$ cat config.mk
export PLATFORM = sky130hd
export DESIGN_NAME = phd_digitizer
export DESIGN_NICKNAME = d
export VERILOG_FILES = /design/src/rtl/phd_pkg.sv /design/src/rtl/phd_ramp_gen.sv /design/src/rtl/phd_sync_edge.sv /design/src/rtl/phd_capture.sv /design/src/rtl/phd_digitizer.sv
export SDC_FILE = /design/constraint.sdc
export NUM_CORES = 1
export LEC_CHECK = 0
export BUFFER_PORTS_ARGS = -buffer_cell sky130_fd_sc_hd__buf_2
export CAP_MARGIN = 20
export CORE_MARGIN = 3
export CORE_UTILIZATION = 59
export DETAILED_ROUTE_END_ITERATION = 10
export PLACE_DENSITY = 0.9
export SKIP_CTS_REPAIR_TIMING = 1
export SYNTH_ARGS = -nofsm -noshare
export SYNTH_HDL_FRONTEND = slang
export SYNTH_SLANG_ARGS = --single-unit
$ cat constraint.sdc
create_clock -name clk -period 4.4 [get_ports clk]
set_clock_uncertainty 0.2 [all_clocks]
set_input_delay 0 -clock clk [delete_from_list [all_inputs] [get_ports clk]]
set_output_delay 0 -clock clk [all_outputs]
set_load 0.02 [all_outputs]
$ cat src/rtl/phd_pkg.sv
package phd_pkg;

  // Direction of the step that produced the present ramp code.
  typedef enum logic {
    SLOPE_DOWN = 1'b0,
    SLOPE_UP   = 1'b1
  } slope_e;

endpackage

$ cat src/rtl/phd_ramp_gen.sv
module phd_ramp_gen
  import phd_pkg::*;
#(
  parameter int CODE_W = 8
) (
  input  logic              clk,
  input  logic              rst_n,
  input  logic              en,
  output logic [CODE_W-1:0] code_o,
  output slope_e            slope_o
);

  localparam logic [CODE_W-1:0] STEP   = CODE_W'(1);
  localparam logic [CODE_W-1:0] TOP    = '1;
  localparam logic [CODE_W-1:0] BOTTOM = CODE_W'(1);

  logic [CODE_W-1:0] code_q, code_d;
  slope_e            slope_q, slope_d;

  // Next state: turn around at either end without a repeated code.
  always_comb begin
    code_d  = code_q;
    slope_d = slope_q;
    if (slope_q == SLOPE_UP) begin
      if (code_q == TOP) begin
        code_d  = code_q - STEP;
        slope_d = SLOPE_DOWN;
      end else begin
        code_d  = code_q + STEP;
      end
    end else begin
      if (code_q == BOTTOM) begin
        code_d  = code_q + STEP;
        slope_d = SLOPE_UP;
      end else begin
        code_d  = code_q - STEP;
      end
    end
  end

  always_ff @(posedge clk or negedge rst_n) begin
    if (!rst_n) begin
      code_q  <= '0;
      slope_q <= SLOPE_UP;
    end else if (en) begin
      code_q  <= code_d;
      slope_q <= slope_d;
    end
  end

  assign code_o  = code_q;
  assign slope_o = slope_q;

endmodule

$ cat src/rtl/phd_sync_edge.sv
module phd_sync_edge #(
  parameter int STAGES = 2
) (
  input  logic clk,
  input  logic rst_n,
  input  logic din,
  output logic edge_o
);

  logic [STAGES-1:0] sync_q;
  logic              prev_q;

  generate
    for (genvar s = 0; s < STAGES; s++) begin : g_stage
      if (s == 0) begin : g_first
        always_ff @(posedge clk or negedge rst_n) begin
          if (!rst_n) sync_q[s] <= 1'b0;
          else        sync_q[s] <= din;
        end
      end else begin : g_rest
        always_ff @(posedge clk or negedge rst_n) begin
          if (!rst_n) sync_q[s] <= 1'b0;
          else        sync_q[s] <= sync_q[s-1];
        end
      end
    end
  endgenerate

  always_ff @(posedge clk or negedge rst_n) begin
    if (!rst_n) prev_q <= 1'b0;
    else        prev_q <= sync_q[STAGES-1];
  end

  // Either direction of change counts.
  assign edge_o = sync_q[STAGES-1] ^ prev_q;

endmodule

$ cat src/rtl/phd_capture.sv
module phd_capture
  import phd_pkg::*;
#(
  parameter int CODE_W = 8,
  parameter int DELAY  = 2
) (
  input  logic              clk,
  input  logic              rst_n,
  input  logic              en,
  input  logic [CODE_W-1:0] code_i,
  input  slope_e            slope_i,
  input  logic              edge_i,
  output logic [CODE_W-1:0] height_o,
  output logic              dir_o,
  output logic              vld_o
);

  // Ramp history matching the synchronizer delay.
  logic [CODE_W-1:0] code_hist [DELAY];
  slope_e            slope_hist[DELAY];

  generate
    for (genvar d = 0; d < DELAY; d++) begin : g_hist
      if (d == 0) begin : g_head
        always_ff @(posedge clk or negedge rst_n) begin
          if (!rst_n) begin
            code_hist[d]  <= '0;
            slope_hist[d] <= SLOPE_UP;
          end else begin
            code_hist[d]  <= code_i;
            slope_hist[d] <= slope_i;
          end
        end
      end else begin : g_tail
        always_ff @(posedge clk or negedge rst_n) begin
          if (!rst_n) begin
            code_hist[d]  <= '0;
            slope_hist[d] <= SLOPE_UP;
          end else begin
            code_hist[d]  <= code_hist[d-1];
            slope_hist[d] <= slope_hist[d-1];
          end
        end
      end
    end
  endgenerate

  logic [CODE_W-1:0] height_q, height_d;
  logic              dir_q, dir_d;
  logic              vld_q, vld_d;
  logic              take;

  always_comb begin
    take     = edge_i & en;
    vld_d    = take;
    height_d = height_q;
    dir_d    = dir_q;
    if (take) begin
      height_d = code_hist[DELAY-1];
      dir_d    = (slope_hist[DELAY-1] == SLOPE_UP);
    end
  end

  always_ff @(posedge clk or negedge rst_n) begin
    if (!rst_n) begin
      height_q <= '0;
      dir_q    <= 1'b0;
      vld_q    <= 1'b0;
    end else begin
      height_q <= height_d;
      dir_q    <= dir_d;
      vld_q    <= vld_d;
    end
  end

  assign height_o = height_q;
  assign dir_o    = dir_q;
  assign vld_o    = vld_q;

endmodule

$ cat src/rtl/phd_digitizer.sv
module phd_digitizer
  import phd_pkg::*;
#(
  parameter int CODE_W      = 8,
  parameter int SYNC_STAGES = 2
) (
  input  logic              clk,
  input  logic              rst_n,
  input  logic              en,
  input  logic              comp_in,
  output logic [CODE_W-1:0] ref_code,
  output logic [CODE_W-1:0] height,
  output logic              height_dir,
  output logic              height_vld
);

  // The captured code must be as old as the comparator path is long.
  localparam int HIST_DEPTH = SYNC_STAGES;

  logic [CODE_W-1:0] ramp_code;
  slope_e            ramp_slope;
  logic              cmp_edge;

  phd_ramp_gen #(
    .CODE_W (CODE_W)
  ) u_ramp (
    .clk     (clk),
    .rst_n   (rst_n),
    .en      (en),
    .code_o  (ramp_code),
    .slope_o (ramp_slope)
  );

  phd_sync_edge #(
    .STAGES (SYNC_STAGES)
  ) u_sync (
    .clk    (clk),
    .rst_n  (rst_n),
    .din    (comp_in),
    .edge_o (cmp_edge)
  );

  phd_capture #(
    .CODE_W (CODE_W),
    .DELAY  (HIST_DEPTH)
  ) u_cap (
    .clk      (clk),
    .rst_n    (rst_n),
    .en       (en),
    .code_i   (ramp_code),
    .slope_i  (ramp_slope),
    .edge_i   (cmp_edge),
    .height_o (height),
    .dir_o    (height_dir),
    .vld_o    (height_vld)
  );

  assign ref_code = ramp_code;

endmodule

# == Yosys cells after proc, flatten, opt, wreduce, memory -nomap -nowiden ==
# Index checks and enable logic that the tools add are counted.
# totals
romBits,0
in_bits,4
mem_count,0
mem_bits_rw,0
reg_bits,40
latch_bits,0
output_inout_bits,18
# classes
shift,0
n_div,0
n_lt_le_gt_ge,0
mul,0
bitwise,2
add_sub_neg,2
mux,6
n_eq_ne,2
n_reduce_logical,0
# ops
cell,n
$mux W8,3
$add A8 B1 Y8 const B,1
$eq A8 B1 Y1 const B,1
$eq A8 B8 Y1 const B,1
$sub A8 B1 Y8 const B,1
$mux W1,3
$and A1 B1 Y1,1
$xor A1 B1 Y1,1

# == Logic depth before layout (Yosys ltp) ==
# depth
depth_word,3
ltp_mapped,6

# == Hierarchy ==
# A second synthesis with hierarchy kept.
# hier_totals
hier_cells,104
area_unflattened_um2,1529.0
# modules_own_cells
mod,cells_each,instances,area_per_inst_um2,seq_area_each_um2
phd_capture,39,1,819.5,703.2
phd_ramp_gen,61,1,625.6,226.5
phd_sync_edge,4,1,83.8,75.1

# == Worst setup path before layout ==
# No wires, ideal clock.
# synth_path
path_kind,reg2reg
start,register u_ramp.code_q[0] (netlist: u_ramp.code_o[0])
end,register u_ramp.code_q[3] (netlist: u_ramp.code_o[3])
synth_period_minus_slack_ns,2.039
path_stages_with_launch,6
required_time_ns,4.052
path_slack_ns,2.361
arrival_ns,1.691
cell_sequence,dfrtp_1 ha_1 nand3_2 o21a_1 o311ai_0 o221ai_1
# synth_between
elab_chain_len,3
# synth_rtl
element,line,source
start: declaration,phd_ramp_gen.sv:17,"logic [CODE_W-1:0] code_q, code_d;"
start signal: assignment,phd_ramp_gen.sv:46,code_q <= code_d;
"$sub A8 B1 Y8, or another cell as far along","phd_ramp_gen.sv:26, phd_ramp_gen.sv:36",
"$mux W8, on equally long branches","phd_ramp_gen.sv:32, phd_ramp_gen.sv:25",
$mux W8 *,phd_ramp_gen.sv:24,if (slope_q == SLOPE_UP) begin
# Every way passes the cells marked *; elsewhere a longest branch is shown, timed or not.
# A chain may end at the register's enable or synchronous reset.

# == Worst setup path after layout ==
# Ends and elaborated chain as after synthesis.

==> metrics <==
TritonCTS clock tree done; Seq pwr share 52.7%; clk sinks 40; top cell type's share of synthesized area 57.1%; Hold WC Path Type in -> async; Fin Hold WS just over 0.08 ns; Post-Synthesis Mean Instance Area approximately 13 um^2; worst slew pin tran just over 0.8 ns; leakage power 0.812 nW; max cap viols 0; peak supply drop 564 uV; Internal 0.747 mW; Port Buffers 21; RePlAce Congestion around 0.96; Pre-Repair DR Iteration Count 4; dpl cells roughly 170; fin crit period roughly 2.2 ns; number of global-route vias before repair 1047; EDFF count, synth 0; CP endpoint u_ramp.code_o[3]; Initial Utilization 63.8%; initial antenna violation count 0; Crit Path Class reg -> reg; global-route wire length before repair approximately 4700 um; layout cells sized above 1 30.1%; slew margin rel. 45.2%; H-tree depth 2; yosys warns 0; final worst-path cycle share 49.0%; nets 159; cell depth of the worst flop-to-flop path 5; Antenna Cells 0; vias post-DR 1117; sequential area share after synthesis 61.9%; Comb power frac about a third; Root Driver clkbuf_4; Pins Over Slew Limit 0; Vias per Instance 6.10; largest net degree at the start of global routing 41; FMAX roughly 460 MHz; CP startpoint kind flop; die height 58.4 um; Worst-Skew Late Latency 0.34 ns; largest fanout on the critical path 9; endpoint class of the critical path flop; Crit. Startpoint u_ramp.code_o[0]; prevailing post-synth register cell dfrtp_1; fillcell total between 150 and 200; Final TNS setup 0 ns; count of different cell masters after synthesis 40; unrepaired setup endpoints after global routing no; initial DRC count 37; CTS buffer count 5; Power Density 678 nW/um^2; GRT Total Usage a little under a fifth; post-route ant nets 0; outcome complete, no violations; Clock power frac approximately 14%; CP arrival 2.16 ns; Fin. Hold Viols 0; Finished Layout Cells 183; launch point of the worst reg-to-reg path u_ramp.code_o[0]; Longest Clk Path Bufs 2; post-synthesis register bit count 40; syn nets 132; DIE AREA ~3400 um^2; power after layout between 1 and 1.5 mW; # IOs 22; routed length per instance ~16 um; CTS clk-pin slew, worst paths 0.11 ns; drc violations 0; Final setup viols 0; largest area contributor in the netlist dfrtp_1; Layout area overhead 12.2%; FP Rows 18; Cell Area, Synth about 1600 um^2; FFs w/ async S/R, synth 100%; GR Overflow Total 0; post-synthesis cell count between 100 and 150; switching share of power 39.5%; worst r2r dst u_ramp.code_o[3]; HPWL Detailed between 1500 and 2000 um; Core Region 2540 um^2; final wirelength 2900 um; flop2flop setup slack roughly 2.2 ns; Die X about 60 um; Switching Power around 0.5 mW; Worst EP required 4.41 ns; largest cells by area after synthesis dfrtp_1 57%, mux2_2 6.2%, dfstp_2 4.9%, ha_1 2.3%, o311ai_0 2.2%
[layout by cell type, fill, tap and decap left out, types with 3 or more instances in the layout]
| cell | instances |
|---|---|
| nor3_1 | 4 |
| dfrtp_1 | 37 |
| o311ai_0 | 4 |
| nor2_1 | 5 |
| nand2_1 | 7 |
| ha_1 | 3 |
| o21ai_0 | 3 |
| inv_1 | 9 |
| dlygate4sd3_1 | 3 |
| clkbuf_4 | 5 |
| dfstp_2 | 3 |
| o2111ai_1 | 3 |
| o211ai_1 | 3 |
| buf_2 | 21 |
| nand4_1 | 3 |
| mux2_2 | 9 |
[layer usage]
layer | up-vias | share of wire (%) | GRT usage, %
met1 | 557 | 41 | 23.7
met3 | 9 | 5.3 | 3.95
met2 | 35 | 51 | 30.0
li1 | 516 | - | -
met4 | 0 | 2.3 | 8.94
met5 | - | 0 | 0
[power by group through the flow]
stage / Combinational [mW] / Clock (mW) / Sequential, mW
final: 0.414 / 0.170 / 0.650
after global routing: 0.450 / 0.189 / 0.676
after CTS: 0.416 / 0.175 / 0.650
after detailed placement: 0.414 / 0 / 0.658
after global placement: 0.402 / 0 / 0.644
after floorplan: 0.213 / 0 / 0.711
[final cells by class]
cell class	count	area, um^2	area share (%)
Inverter	9	33.8	1.86
Clock inverter	1	5.00	0.275
Tap cell	30	37.5	2.06
Clock buffer	7	45.0	2.47
Sequential cell	40	1000	55.2
Timing Repair Buffer	24	135	7.42
Multi-Input combinational cell	72	559	30.7
[synthesized netlist by cell type (all sizes together) (2+ instances only)]
cell,instances
dfrtp,37
inv,9
mux2,9
nand2,7
nor2,6
o21ai,5
nor3,4
o2111ai,4
o311ai,4
buf,3
dfstp,3
ha,3
nand4,3
o211ai,3
a31oi,2
nand3,2
or3,2
or4,2
xnor2,2
xor2,2
[through the flow]
step | util [%] | area (um^2) | worst slack, ns
floorplan | - | 1620 | 2.36
global route | 71.5 | 1820 | 2.06
finish | 71.5 | 1820 | 2.25
CTS | 70.4 | 1790 | 2.25
global placement | 68.4 | 1740 | 2.34
detailed placement | 68.4 | 1740 | 2.26
[sequential cells by signal, summed over array words and instances, names as in the netlist]
register / cells
u_cap.code_hist: 16
u_cap.height_o: 8
u_ramp.code_o: 8
u_cap.slope_hist: 2
u_sync.sync_q: 2
u_cap.dir_o: 1
u_cap.vld_o: 1
u_ramp.slope_o: 1
u_sync.prev_q: 1
[critical path, cell delays in order (launching register included)]
cell and delay, ns:
dfrtp_1 0.51, ha_1 0.26, nand3_2 0.18, o21a_1 0.34, o311ai_0 0.36, o221ai_1 0.18
[kinds of logic after synthesis]
family / after synthesis / synth area share (%)
compound gates: 23 / 11.5
xor+xnor: 4 / 2.16
fa+ha+maj: 3 / 2.31
buf+inv: 13 / 3.62
flops: 40 / 61.9
mux: 10 / 6.86
simple gates: 32 / 11.6
[worst min-delay path by stage]
| stage | to | depth (start not counted) | slack, ns | startpoint |
|---|---|---|---|---|
| after floorplan | u_cap.code_hist[0] | 0 | -0.50 | rst_n |
| after global placement | u_sync.sync_q[0] | 1 | -0.09 | comp_in |
| after detailed placement | u_sync.sync_q[0] | 1 | -0.08 | comp_in |
| after CTS | u_sync.sync_q[0] | 1 | -0.44 | comp_in |
| after global routing | u_sync.sync_q[0] | 2 | 0.12 | comp_in |
| final | u_cap.code_hist[2] | 2 | 0.08 | rst_n |
(Power assumes the default switching activity.)
